<file path="config.mk">
export PLATFORM = sky130hd
export DESIGN_NAME = isr_vector_reg
export DESIGN_NICKNAME = d
export VERILOG_FILES = /design/src/rtl/isv_pkg.sv /design/src/rtl/isv_prio_enc.sv /design/src/rtl/isv_clr_seq.sv /design/src/rtl/isr_vector_reg.sv
export SDC_FILE = /design/constraint.sdc
export NUM_CORES = 1
export LEC_CHECK = 0
export CAP_MARGIN = 20
export CORE_MARGIN = 2
export CORE_UTILIZATION = 44
export CTS_CLUSTER_DIAMETER = 120
export DETAILED_ROUTE_END_ITERATION = 16
export HOLD_SLACK_MARGIN = 0.05
export PLACE_DENSITY = 0.85
export SYNTH_ARGS = -nofsm -noshare
export SYNTH_HDL_FRONTEND = slang
export SYNTH_SLANG_ARGS = --single-unit
</file>
<file path="constraint.sdc">
create_clock -name clk -period 1.65 [get_ports clk]
set_clock_uncertainty 0.05 [all_clocks]
set_input_delay 0.33 -clock clk [delete_from_list [all_inputs] [get_ports clk]]
set_output_delay 0.33 -clock clk [all_outputs]
set_load 0.02 [all_outputs]
</file>
<file path="src/rtl/isv_pkg.sv">
package isv_pkg;

  // Kind of data-register condition recorded by the last vector read
  typedef enum logic [1:0] {
    ARM_NONE = 2'd0,
    ARM_RX   = 2'd1,
    ARM_TX   = 2'd2
  } arm_kind_e;

  localparam int IDX_W  = 4;
  localparam int DATA_W = 8;
  localparam int IDX_LSB = 2;

  // Turn an index into the byte software reads: a multiple of four
  function automatic logic [DATA_W-1:0] isv_offset(input logic [IDX_W-1:0] idx);
    logic [DATA_W-1:0] v;
    v = '0;
    v[IDX_LSB +: IDX_W] = idx;
    return v;
  endfunction

endpackage

</file>
<file path="src/rtl/isv_prio_enc.sv">
module isv_prio_enc #(
  parameter int NSRC  = 8,
  parameter int IDX_W = 4
) (
  input  logic [NSRC-1:0]  req,
  output logic [IDX_W-1:0] idx
);

  // Lowest-numbered request wins; index is bit number plus one
  always_comb begin
    idx = '0;
    for (int k = NSRC - 1; k >= 0; k--) begin
      if (req[k]) idx = IDX_W'(k + 1);
    end
  end

endmodule

</file>
<file path="src/rtl/isv_clr_seq.sv">
module isv_clr_seq
  import isv_pkg::*;
#(
  parameter int              NSRC    = 8,
  parameter int              IDX_W   = 4,
  parameter logic [NSRC-1:0] RX_MASK = 8'h30,
  parameter logic [NSRC-1:0] TX_MASK = 8'h40
) (
  input  logic             clk,
  input  logic             rst_n,
  input  logic [IDX_W-1:0] cur_idx,
  input  logic             vec_rd,
  input  logic             dr_rd,
  input  logic             dr_wr,
  input  logic             eod_set,
  output logic [NSRC-1:0]  evt_clr,
  output logic [NSRC-1:0]  rd_clear,
  output logic [NSRC-1:0]  rx_done,
  output logic [NSRC-1:0]  tx_done,
  output logic [NSRC-1:0]  eod_clear,
  output arm_kind_e        arm_kind
);

  localparam logic [NSRC-1:0] DATA_MASK = RX_MASK | TX_MASK;

  logic [NSRC-1:0] sel;
  arm_kind_e       arm_q, arm_d;
  logic [NSRC-1:0] arm_sel_q, arm_sel_d;

  // One-hot decode of the reported index
  for (genvar k = 0; k < NSRC; k++) begin : g_sel
    assign sel[k] = (cur_idx == IDX_W'(k + 1));
  end

  assign rd_clear  = vec_rd ? (sel & ~DATA_MASK) : '0;
  assign rx_done   = (dr_rd && arm_q == ARM_RX) ? arm_sel_q : '0;
  assign tx_done   = (dr_wr && arm_q == ARM_TX) ? arm_sel_q : '0;
  assign eod_clear = eod_set ? TX_MASK : '0;
  assign evt_clr   = rd_clear | rx_done | tx_done | eod_clear;
  assign arm_kind  = arm_q;

  always_comb begin
    arm_d     = arm_q;
    arm_sel_d = arm_sel_q;
    if (vec_rd) begin
      arm_sel_d = sel;
      if (|(sel & RX_MASK))      arm_d = ARM_RX;
      else if (|(sel & TX_MASK)) arm_d = ARM_TX;
      else                       arm_d = ARM_NONE;
    end else if (dr_rd || dr_wr) begin
      arm_d = ARM_NONE;
    end else if (eod_set && arm_q == ARM_TX) begin
      arm_d = ARM_NONE;
    end
  end

  always_ff @(posedge clk or negedge rst_n) begin
    if (!rst_n) begin
      arm_q     <= ARM_NONE;
      arm_sel_q <= '0;
    end else begin
      arm_q     <= arm_d;
      arm_sel_q <= arm_sel_d;
    end
  end

endmodule

</file>
<file path="src/rtl/isr_vector_reg.sv">
module isr_vector_reg
  import isv_pkg::*;
#(
  parameter int              NSRC    = 8,
  parameter logic [NSRC-1:0] RX_MASK = 8'h30,
  parameter logic [NSRC-1:0] TX_MASK = 8'h40
) (
  input  logic              clk,
  input  logic              rst_n,
  input  logic [NSRC-1:0]   evt_pend,
  input  logic              vec_rd,
  input  logic              dr_rd,
  input  logic              dr_wr,
  input  logic              eod_set,
  output logic [DATA_W-1:0] rd_data,
  output logic [NSRC-1:0]   evt_clr
);

  logic [IDX_W-1:0] vec_q;
  logic [IDX_W-1:0] next_idx;
  logic [NSRC-1:0]  live_pend;
  logic [NSRC-1:0]  rd_clear, rx_done, tx_done, eod_clear;
  arm_kind_e        arm_kind;

  // Sources cleared this cycle no longer compete at the next edge
  assign live_pend = evt_pend & ~evt_clr;

  isv_prio_enc #(.NSRC(NSRC), .IDX_W(IDX_W)) u_enc (
    .req (live_pend),
    .idx (next_idx)
  );

  isv_clr_seq #(
    .NSRC(NSRC), .IDX_W(IDX_W), .RX_MASK(RX_MASK), .TX_MASK(TX_MASK)
  ) u_seq (
    .clk       (clk),
    .rst_n     (rst_n),
    .cur_idx   (vec_q),
    .vec_rd    (vec_rd),
    .dr_rd     (dr_rd),
    .dr_wr     (dr_wr),
    .eod_set   (eod_set),
    .evt_clr   (evt_clr),
    .rd_clear  (rd_clear),
    .rx_done   (rx_done),
    .tx_done   (tx_done),
    .eod_clear (eod_clear),
    .arm_kind  (arm_kind)
  );

  always_ff @(posedge clk or negedge rst_n) begin
    if (!rst_n) vec_q <= '0;
    else        vec_q <= next_idx;
  end

  assign rd_data = isv_offset(vec_q);

endmodule

</file>
==> impl_metrics.json <==
{
  "timing.critical_path.slowest_stage_cell": "dfrtp_1",
  "number_of_global_route_vias_before_repair": 929,
  "cp_top_family": "flip-flops",
  "synth_ff_type": "dfrtp_1",
  "global_route.peak_usage_layer": "met2",
  "outcome": "finished, violations left",
  "max-vdd-ir-drop_mv": 0.485,
  "critical_path.cell_chain": "and3b_2 > o21ai_2 > nand2_1 > buf_6",
  "ios": 30,
  "finish.net_count": 160,
  "slowest_delay_ns": 0.43,
  "cts_hold_repair.buffers": 0,
  "port_buffers": 25,
  "syn-mean-instance-area_sq_um": 8.97,
  "synthToLayoutAreaGrowth_pct": 60.6,
  "wire_per_inst_um": 14.8,
  "layout-drive-gt1-share_pct": 37.9,
  "dieWidth_um": 48.0,
  "final-instance-count-excl-fill": 170,
  "share_of_the_clock_period_used_by_the_worst_path_after_layout_pct": 109,
  "cts.root.buffer_cell": "clkbuf_4",
  "synth_top_cells_by_area": "dfrtp_1, inv_1, nand2_1, o21ai_0, nand3_1",
  "grt.overflow.total": 0,
  "track_usage_pct": 25.1,
  "post_synth_instance_area_sq_um": 852,
  "place.detailed.instances": 161,
  "met1_capacity_usage_during_global_routing_pct": 29.6,
  "drt_iter0_drc": 19,
  "place_hpwl_um": 1810,
  "sequential_cell_area_sq_um": 350,
  "final_setup_violations": 10,
  "cts.sinks": 14,
  "grt_antenna_before_repair": 0,
  "synth.yosys.warnings": 0,
  "slew_violations": 0,
  "finalHoldViolCount": 0,
  "drt_pass1_iterations": 4,
  "ctsLongestPathBuffers": 2,
  "totalWireLength_um": 2510,
  "fin_ws_ns": -0.155,
  "fillers": 128,
  "synth_enable_flop_cells": 0,
  "tritoncts": "built",
  "synth_async_sr_flop_share_pct": 100,
  "globalRouteMet3Util_pct": 3.77,
  "route.detailed.vias_per_inst": 5.24,
  "post_layout_inst_area_sq_um": 1370,
  "placeableCoreArea_sq_um": 1780,
  "final_core_utilization_pct": 76.8,
  "initial_util_pct": 47.8,
  "post_dp_cell_area_sq_um": 1250,
  "timing.critical_path.buf_inv": 1,
  "endpoint_kind": "primary output",
  "cts.clk_slew.worst_paths_ns": 0.09,
  "timing_worst_setup_path_type": "reg2out",
  "worst_ep_required_time_ns": 1.27,
  "tritoncts.num_buffers": 3,
  "grt_pass1_wl_um": 3970,
  "grt_setup_unrepaired": "yes",
  "number_of_core_rows": 15,
  "data_arrival_time_of_the_critical_path_ns": 1.43,
  "min-delay-path-class": "in2async",
  "die-area_sq_um": 2300,
  "post-route-min-period_ns": 1.81,
  "failed_checks": "setup timing",
  "seq_area_frac_synth_pct": 41.1,
  "synthesis.instances": 95,
  "drcViolationCount": 0,
  "dr_total_vias": 890,
  "worstSkewPairLatency_ns": 0.28,
  "cts_htree_levels": 1,
  "worst_hold_slack_ns": 0.302,
  "post-synth-top-area-cell": "dfrtp_1",
  "global_route_track_usage_on_met2_pct": 45.1,
  "multi_input_area_sq_um": 469,
  "leakage_power_nw": 0.693,
  "critical_path_peak_fanout": 6,
  "gpl.final_weighted_congestion": 0.835,
  "max_freq_mhz": 554,
  "power.density_nw_per_um2": 658,
  "ys_seq_elements": 14,
  "antenna_left": 0,
  "maximum_number_of_pins_on_one_net_before_global_route_repair": 15,
  "dieHeight_um": 48.0,
  "max-cap-violations": 0,
  "worst_setup_path_start_kind": "flip-flop",
  "n_antenna_cell": 0,
  "synth.top_cell.area_share_pct": 41.1,
  "synth_cell_type_count": 33
}
-- registers in the layout, indices dropped and copies added (netlist names) --
signal	flops
u_seq.arm_sel_q	8
vec_q	4
u_seq.arm_kind	2
-- stage by stage --
step / TNS [ns] / setup WS [ns] / power, mW
after detailed placement: -6.30 / -0.656 / 0.636
final: -0.950 / -0.155 / 0.900
after global routing: -1.69 / -0.216 / 0.939
after floorplan: 0 / 0.122 / 0.510
after CTS: -0.916 / -0.129 / 0.890
after global placement: -6.23 / -0.646 / 0.630
-- worst paths after layout --
check | slack (ns) | startpoint | endpoint | depth (start not counted)
worst max register to register | -0.05 | u_seq.arm_kind[0]$_DFFE_PN0P_ | vec_q[0]$_DFF_PN0_ | 8
worst max-delay path | -0.16 | u_seq.arm_kind[1]$_DFFE_PN0P_ | evt_clr[2] | 4
min in group clk | 0.50 | u_seq.arm_sel_q[6]$_DFFE_PN0P_ | u_seq.arm_sel_q[6]$_DFFE_PN0P_ | 2
max in group asynchronous | 1.07 | rst_n | u_seq.arm_sel_q[6]$_DFFE_PN0P_ | 2
worst min-delay path | 0.30 | rst_n | u_seq.arm_sel_q[2]$_DFFE_PN0P_ | 2
worst min register to register | 0.50 | u_seq.arm_sel_q[6]$_DFFE_PN0P_ | u_seq.arm_sel_q[6]$_DFFE_PN0P_ | 2
-- repair_timing --
action | in CTS | in global routing
endpoints found under the setup margin | 16 | 11
endpoints found under the hold margin | 0 | 0
pin swaps | 18 | 8
setup buffers | 3 | 2
gates resized for setup | 61 | 3
-- power breakdown --
| part | leakage [nW] | switching (mW) | internal [mW] | total [mW] |
|---|---|---|---|---|
| Sequential | 0.187 | 0.0236 | 0.367 | 0.391 |
| Combinational | 0.486 | 0.131 | 0.130 | 0.261 |
| Clock | 0.0210 | 0.115 | 0.134 | 0.249 |
| Total | 0.693 | 0.269 | 0.632 | 0.900 |
-- metal layers --
metal | wire, um | up-vias
met1 | 1100 | 420
met5 | 0 | -
met2 | 1220 | 38
li1 | - | 424
met4 | 46 | 0
met3 | 142 | 8
-- kinds of logic after synthesis --
kind of cell | count (synthesis) | share of synthesized area [%]
flops | 14 | 41.1
other cells | 1 | 0.440
compound gates | 22 | 17.0
simple gates | 38 | 30.2
xor+xnor | 1 | 1.03
buf+inv | 19 | 10.1
-- cell usage in the layout (no fill, tap or decap), types with 2 or more instances in the layout --
| cell type | Yosys | routed |
|---|---|---|
| o21ai_2 | 3 | 6 |
| and4b_1 | 2 | 2 |
| and3b_2 | 2 | 2 |
| inv_1 | 11 | 10 |
| nand3b_1 | 2 | 2 |
| o21ai_0 | 7 | 7 |
| nand2_1 | 11 | 11 |
| dfrtp_1 | 14 | 14 |
| conb_1 | 1 | 4 |
| and3_1 | 2 | 2 |
| nand2b_1 | 2 | 2 |
| nand3_1 | 6 | 6 |
| clkdlybuf4s50_1 | 0 | 10 |
| buf_6 | 0 | 9 |
| inv_2 | 2 | 3 |
| nand4b_1 | 3 | 3 |
| buf_4 | 4 | 22 |
| clkbuf_4 | 0 | 3 |
| dlygate4sd2_1 | 0 | 7 |
-- cell usage after synthesis (all sizes together), types with 2 or more instances --
| cell | number |
|---|---|
| o21ai | 15 |
| dfrtp | 14 |
| inv | 13 |
| nand2 | 11 |
| nand3 | 6 |
| buf | 4 |
| and3b | 3 |
| nand3b | 3 |
| nand4b | 3 |
| a32oi | 2 |
| and3 | 2 |
| and4b | 2 |
| clkbuf | 2 |
| nand2b | 2 |
| nor3 | 2 |
-- final cells by class --
type	instances	share of cell area [%]
Tap cell	25	2.29
Timing Repair Buffer	49	31.6
Clock buffer	4	2.65
Sequential cell	14	25.6
Multi-Input combinational cell	65	34.3
Inverter	13	3.56
No activity file was read; power rests on OpenSTA's default activity.
